[src/rtl/idf_pkg.sv]
package idf_pkg;
  // Width of a standard identifier, left-aligned in the identifier field
  localparam int STD_W = 11;
  // Number of mask registers (two filter groups)
  localparam int NUM_MASK = 2;
  typedef enum logic {
    MODE_LEGACY = 1'b0,
    MODE_FIFO   = 1'b1
  } rx_mode_e;
endpackage

[src/rtl/idf_regs.sv]
module idf_regs #(
  parameter int ID_W = 29,
  parameter int NUM_FILT = 6,
  localparam int AW = $clog2(NUM_FILT + idf_pkg::NUM_MASK)
) (
  input  logic                                      clk,
  input  logic                                      rst,
  input  logic                                      wr_en,
  input  logic [AW-1:0]                             wr_addr,
  input  logic [ID_W:0]                             wr_data,
  output logic [NUM_FILT-1:0][ID_W:0]               filt_q,
  output logic [idf_pkg::NUM_MASK-1:0][ID_W-1:0]    mask_q
);
  for (genvar k = 0; k < NUM_FILT; k++) begin : g_filt
    always_ff @(posedge clk) begin
      if (rst)                                 filt_q[k] <= '0;
      else if (wr_en && wr_addr == AW'(k))     filt_q[k] <= wr_data;
    end


    filt_wr_chk: assert property (@(posedge clk) disable iff (rst)
      $past(wr_en && !rst && wr_addr == AW'(k)) |-> filt_q[k] == $past(wr_data));
  end

  for (genvar m = 0; m < idf_pkg::NUM_MASK; m++) begin : g_mask
    always_ff @(posedge clk) begin
      if (rst)                                        mask_q[m] <= '0;
      else if (wr_en && wr_addr == AW'(NUM_FILT + m)) mask_q[m] <= wr_data[ID_W-1:0];
    end


    mask_wr_chk: assert property (@(posedge clk) disable iff (rst)
      $past(wr_en && !rst && wr_addr == AW'(NUM_FILT + m)) |-> mask_q[m] == $past(wr_data[ID_W-1:0]));
  end
endmodule

[src/rtl/idf_match.sv]
module idf_match #(
  parameter int ID_W = 29,
  parameter int NUM_FILT = 6,
  parameter int GRP0_FILTS = 2
) (
  input  logic [NUM_FILT-1:0][ID_W:0]               filt_q,
  input  logic [idf_pkg::NUM_MASK-1:0][ID_W-1:0]    mask_q,
  input  logic [NUM_FILT-1:0]                       filt_en,
  input  logic                                      msg_ext,
  input  logic [ID_W-1:0]                           msg_id,
  output logic [NUM_FILT-1:0]                       hit
);
  localparam logic [ID_W-1:0] STD_SEL =
    {{idf_pkg::STD_W{1'b1}}, {(ID_W - idf_pkg::STD_W){1'b0}}};

  logic [ID_W-1:0] cmp_sel;
  assign cmp_sel = msg_ext ? '1 : STD_SEL;

  for (genvar k = 0; k < NUM_FILT; k++) begin : g_cmp
    localparam int MI = (k < GRP0_FILTS) ? 0 : 1;
    logic [ID_W-1:0] miss_bits;
    assign miss_bits = (msg_id ^ filt_q[k][ID_W-1:0]) & mask_q[MI] & cmp_sel;
    assign hit[k] = filt_en[k] && (filt_q[k][ID_W] == msg_ext) && (miss_bits == '0);
  end
endmodule

[src/rtl/idf_route.sv]
module idf_route #(
  parameter int NUM_FILT = 6,
  parameter int FIFO_DEPTH = 8,
  parameter int GRP0_FILTS = 2,
  localparam int FW = $clog2(NUM_FILT),
  localparam int BW = $clog2(FIFO_DEPTH)
) (
  input  logic                clk,
  input  logic                rst,
  input  logic                msg_valid,
  input  logic                fifo_mode,
  input  logic [NUM_FILT-1:0] filt_en,
  input  logic [NUM_FILT-1:0] hit,
  output logic                acc_pulse,
  output logic [FW-1:0]       acc_filt,
  output logic [BW-1:0]       acc_buf
);
  logic [FW-1:0] win_idx;
  logic          any_hit;
  logic          take;
  logic          fifo_take;
  logic [BW-1:0] wslot;
  logic [BW-1:0] grp_buf;

  // Lowest index wins: scan downward so the last assignment is the lowest
  always_comb begin
    win_idx = '0;
    for (int k = NUM_FILT - 1; k >= 0; k--) begin
      if (hit[k]) win_idx = FW'(k);
    end
  end

  assign any_hit   = |hit;
  assign take      = msg_valid && any_hit;
  assign fifo_take = take && (fifo_mode == idf_pkg::MODE_FIFO);
  assign grp_buf   = (win_idx >= FW'(GRP0_FILTS)) ? BW'(1) : BW'(0);

  always_ff @(posedge clk) begin
    if (rst) begin
      acc_pulse <= 1'b0;
      acc_filt  <= '0;
      acc_buf   <= '0;
      wslot     <= '0;
    end else begin
      acc_pulse <= take;
      if (take) begin
        acc_filt <= win_idx;
        acc_buf  <= fifo_mode ? wslot : grp_buf;
      end
      if (fifo_take) begin
        wslot <= (wslot == BW'(FIFO_DEPTH - 1)) ? '0 : wslot + BW'(1);
      end
    end
  end


  acc_strobe_chk: assert property (@(posedge clk) disable iff (rst)
    acc_pulse |-> $past(msg_valid));


  acc_enabled_chk: assert property (@(posedge clk) disable iff (rst)
    acc_pulse |-> ((($past(filt_en)) >> acc_filt) & NUM_FILT'(1)) != '0);


  legacy_buf_chk: assert property (@(posedge clk) disable iff (rst)
    (acc_pulse && !$past(fifo_mode)) |->
      acc_buf == ((acc_filt >= FW'(GRP0_FILTS)) ? BW'(1) : BW'(0)));


  ring_step_chk: assert property (@(posedge clk) disable iff (rst)
    $past(fifo_take && !rst) |->
      wslot == (($past(wslot) == BW'(FIFO_DEPTH - 1)) ? BW'(0) : $past(wslot) + BW'(1)));


  ring_hold_chk: assert property (@(posedge clk) disable iff (rst)
    $past(!fifo_take && !rst) |-> $stable(wslot));
endmodule

[src/rtl/id_accept_filter.sv]
module id_accept_filter #(
  parameter int ID_W = 29,
  parameter int NUM_FILT = 6,
  parameter int FIFO_DEPTH = 8,
  parameter int GRP0_FILTS = 2,
  localparam int FW = $clog2(NUM_FILT),
  localparam int BW = $clog2(FIFO_DEPTH),
  localparam int AW = $clog2(NUM_FILT + idf_pkg::NUM_MASK)
) (
  input  logic                clk,
  input  logic                rst,
  input  logic                wr_en,
  input  logic [AW-1:0]       wr_addr,
  input  logic [ID_W:0]       wr_data,
  input  logic                fifo_mode,
  input  logic [NUM_FILT-1:0] filt_en,
  input  logic                msg_valid,
  input  logic                msg_ext,
  input  logic [ID_W-1:0]     msg_id,
  output logic                acc_pulse,
  output logic [FW-1:0]       acc_filt,
  output logic [BW-1:0]       acc_buf
);
  logic [NUM_FILT-1:0][ID_W:0]            filt_q;
  logic [idf_pkg::NUM_MASK-1:0][ID_W-1:0] mask_q;
  logic [NUM_FILT-1:0]                    hit;

  idf_regs #(.ID_W(ID_W), .NUM_FILT(NUM_FILT)) u_regs (
    .clk     (clk),
    .rst     (rst),
    .wr_en   (wr_en),
    .wr_addr (wr_addr),
    .wr_data (wr_data),
    .filt_q  (filt_q),
    .mask_q  (mask_q)
  );

  idf_match #(.ID_W(ID_W), .NUM_FILT(NUM_FILT), .GRP0_FILTS(GRP0_FILTS)) u_match (
    .filt_q  (filt_q),
    .mask_q  (mask_q),
    .filt_en (filt_en),
    .msg_ext (msg_ext),
    .msg_id  (msg_id),
    .hit     (hit)
  );

  idf_route #(.NUM_FILT(NUM_FILT), .FIFO_DEPTH(FIFO_DEPTH), .GRP0_FILTS(GRP0_FILTS)) u_route (
    .clk       (clk),
    .rst       (rst),
    .msg_valid (msg_valid),
    .fifo_mode (fifo_mode),
    .filt_en   (filt_en),
    .hit       (hit),
    .acc_pulse (acc_pulse),
    .acc_filt  (acc_filt),
    .acc_buf   (acc_buf)
  );
endmodule

[config.mk]
export PLATFORM = sky130hd
export DESIGN_NAME = id_accept_filter
export DESIGN_NICKNAME = d
export VERILOG_FILES = /design/src/rtl/idf_pkg.sv /design/src/rtl/idf_regs.sv /design/src/rtl/idf_match.sv /design/src/rtl/idf_route.sv /design/src/rtl/id_accept_filter.sv
export SDC_FILE = /design/constraint.sdc
export NUM_CORES = 1
export LEC_CHECK = 0
export BUFFER_PORTS_ARGS = -buffer_cell sky130_fd_sc_hd__buf_2
export CORE_MARGIN = 1
export CORE_UTILIZATION = 55
export CTS_CLUSTER_SIZE = 14
export DETAILED_ROUTE_END_ITERATION = 12
export GPL_ROUTABILITY_DRIVEN = 0
export PLACE_DENSITY = 0.76
export SYNTH_ARGS = -nofsm -noshare
export SYNTH_HDL_FRONTEND = slang
export SYNTH_SLANG_ARGS = --single-unit
[constraint.sdc]
create_clock -name clk -period 2.47 [get_ports clk]
set_clock_uncertainty 0.15 [all_clocks]
set_input_delay 0.247 -clock clk [delete_from_list [all_inputs] [get_ports clk]]
set_output_delay 0.247 -clock clk [all_outputs]
set_load 0.03 [all_outputs]
==> results by group <==
Drt
  • Vias post-DR: 11280
  • Residual DRC: 0
  • Pre-antenna DRT Iters: 6
  • Remaining antenna violation count: 0
  • DRT iter0 DRCs: between 900 and 1000
  • DR WL/cell: between 15 and 20 um
  • Vias per cell: ~5.8
  • DRT Wirelength: a little under 40 mm

Layout
  • Design Area, Final: roughly 0.014 mm2
  • Area of the multi-input gates: about 0.0063 mm2
  • Fill count: around 1800
  • Layout cells sized above 1: 0.1557
  • Final std cells w/o fill: between 1500 and 2000
  • Layout Nets: between 1500 and 2000
  • Area delta synth->final: 18.53%
  • Final Util: 0.6666
  • Area occupied by registers: 0.004971 mm2

Synthesis
  • Mapped Nets: 1614
  • Synth Instances: roughly 1500
  • Ys Warns: 0
  • Netlist cell types: 46
  • Ranking of synthesized cells by area: dfxtp_1, nand2_1, xor2_1
  • Post-synth EDFFs: 0
  • Top-area cell type share of the netlist area: 0.4200
  • Post-synthesis sequential area ratio: 0.4200
  • Ys async rst share: 0
  • Mean Syn Cell Area: approximately 7.7 um2
  • Syn Std Cell Area: ~0.012 mm2
  • Ys flop type: dfxtp_1
  • Synth area leader: dfxtp_1
  • Register bit total from synthesis: 248

Global route
  • Initial antenna violation count: 1
  • Gr ovfl total: 0
  • Vias in the first global route: 10900
  • Largest net degree at the start of global routing: 68
  • Overall Global Routing Usage: 0.3486
  • First-pass GRT wire length: 59.06 mm

Worst setup path
  • Critical path class: reg2reg
  • Crit path launch type: flip-flop
  • Crit end category: flip-flop
  • WP data required: between 2 and 3 ns
  • R2R depth: 9
  • CP max FO: 4
  • Worst r2r src: u_regs.filt_q[32]$_SDFFE_PP0P_
  • CP Launch Point: u_regs.filt_q[32]$_SDFFE_PP0P_
  • WP data arrival: 2.88 ns

STA
  • RSZ-0062 raised after global routing: yes
  • Final min period: roughly 2.6 ns
  • Final worst-path cycle share: 1.043
  • Final setup vio count: 6
  • Hold WS: 0.01143 ns
  • Fmax: 0.3883 GHz
  • Final Slew Violations: 0
  • Slew headroom: 0.6239
  • Final Hold Viols: 0
  • Worst Tran Pin Value: about 0.56 ns
  • Setup ws final: -0.1055 ns

Clock tree
  • Cts bufs inserted: 26
  • TritonCTS Sinks: between 200 and 250
  • CTS root buffer: clkbuf_16
  • H-tree depth: 1
  • CTS tree: yes
  • Clock buffer depth: 3
  • Skew-Pair Late Insertion Delay: 0.53 ns
  • CTS clk-pin slew, worst paths: ~0.060 ns

Job
  • Maximum capacitance violations: 0

Die
  • Initial Util: 0.5623
  • DIE WIDTH: roughly 150 um
  • Rows: 53
  • Core area: between 0.02 and 0.025 mm2
  • Die Y: about 150 um
  • Ports: 81
  • Die Footprint: between 0.02 and 0.025 mm2

Min path
  • Min-delay src: rst
  • Hold WC Path Type: in2reg
  • Worst hold stages: 2

Placed design
  • Post-DP HPWL: 25.89 mm
  • Placed Instances: 1852
  • Placed cell area: 0.01271 mm2
  • Input/output buffers: 80

Run status
  • Status: finished with violations
  • Failing checks: negative setup slack

Power
  • Leakage: ~5.7 nW
  • Power per cell area: 652.3 mW/mm2
  • Peak supply drop: approximately 530 uV
-- repair_timing --
item | CTS | global route
buffers inserted | 0 | 3
setup endpoints to repair | 9 | 9
resized for setup | 9 | 13
pin swaps | 9 | 9
hold endpoints to repair | 241 | 0
hold buffers | 32 | 0
-- sequential cells by signal, summed over array words and instances (netlist names) --
name / cells
u_route.wslot: 3
u_regs.filt_q: 180
u_route.acc_buf: 3
u_route.acc_filt: 3
u_regs.mask_q: 58
u_route.acc_pulse: 1
-- cell usage after synthesis (2+ instances only) --
library cell	n
nand2_1	550
dfxtp_1	248
a21oi_1	240
xor2_1	174
clkbuf_1	80
a22oi_1	58
nand4_1	32
clkbuf_2	19
buf_2	15
buf_6	12
nand3_1	12
buf_4	11
nor2_1	11
nand2b_1	9
nor4_1	6
mux2i_1	5
nor2b_1	5
nor3_1	5
xnor2_1	5
a221oi_2	3
a22o_1	3
inv_1	3
o41ai_1	3
a221oi_1	2
a31oi_1	2
and3_1	2
ha_1	2
nand3b_1	2
or3_1	2
-- path summary, 6_finish.rpt --
check / end / slack, ns
hold / removal: u_route.acc_pulse$_SDFF_PP0_ / 0.01
hold reg to reg: u_regs.filt_q[116]$_SDFFE_PP0P_ / 0.31
setup reg to reg: u_route.wslot[2]$_SDFFE_PP0P_ / -0.11
setup / recovery: u_route.wslot[2]$_SDFFE_PP0P_ / -0.11
-- placed cells by master, fill, tap and decap left out, types with 6 or more instances in the layout --
cell           synthesis  routed
buf_4                 11      92
clkbuf_8               0       7
buf_12                 0       6
clkbuf_16              0      27
nor4_1                 6       6
xor2_1               174     174
dfxtp_1              248     243
nor2_2                 0       6
nand4_1               32      32
nand3_1               12      10
nand2b_1               9       9
nand2_1              550     550
a22oi_1               58      55
dlygate4sd3_1          0      32
a21oi_1              240     239
buf_2                 15      79
-- routing by layer --
metal	track usage	up-vias	routed length (um)
li1	-	5244	-
met1	0.3979	5326	14270
met2	0.6065	529	18860
met3	0.06196	184	3101
met4	0.2082	0	2363
met5	0	-	0
-- metrics by stage --
step / setup slack [ns] / power [mW] / TNS [ns]
2_1_floorplan: 0.1476 / 4.862 / 0
3_3_place_gp: -0.2286 / 5.184 / -1.564
3_5_place_dp: -0.2473 / 5.205 / -1.566
4_1_cts: -0.03376 / 9.117 / -0.07204
5_1_grt: -0.1690 / 9.430 / -0.6999
6_report: -0.1055 / 9.140 / -0.3633
-- power by group --
| part | switching [mW] | internal, mW |
|---|---|---|
| Sequential | 0.0741 | 4.09 |
| Clock | 1.62 | 2.30 |
| Combinational | 0.644 | 0.411 |
| Total | 2.34 | 6.80 |
-- cells by family after synthesis --
| logic type | synth area share |
|---|---|
| muxes | 0.005186 |
| and+or+nand+nor | 0.2186 |
| xor gates and xnor gates | 0.1340 |
| buffers and inverters | 0.05948 |
| DFF | 0.4200 |
| adders and majority gates | 0.002117 |
| AOI/OAI and AO/OA | 0.1607 |
-- worst max-delay path, stage by stage, from the launching register on --
cell	delay, ns
dfxtp_1	0.32
xor2_1	0.18
a22oi_1	0.32
nand4_1	0.19
o41ai_2	0.30
buf_4	0.19
nand2_1	0.07
and4_4	0.23
a211oi_4	0.32
mux2i_1	0.23
-- final cells by class --
| cell class | instances | share of cell area |
|---|---|---|
| clock buffers | 37 | 0.05590 |
| diodes | 1 | 0.0001786 |
| inverters | 3 | 0.0008036 |
| repair buffers | 211 | 0.1105 |
| flip-flops and latches | 248 | 0.3548 |
| multi-input cells | 1149 | 0.4477 |
| clock inverters | 9 | 0.005536 |
| well taps | 275 | 0.02456 |
Note: power is estimated with default switching activity, not from simulation.
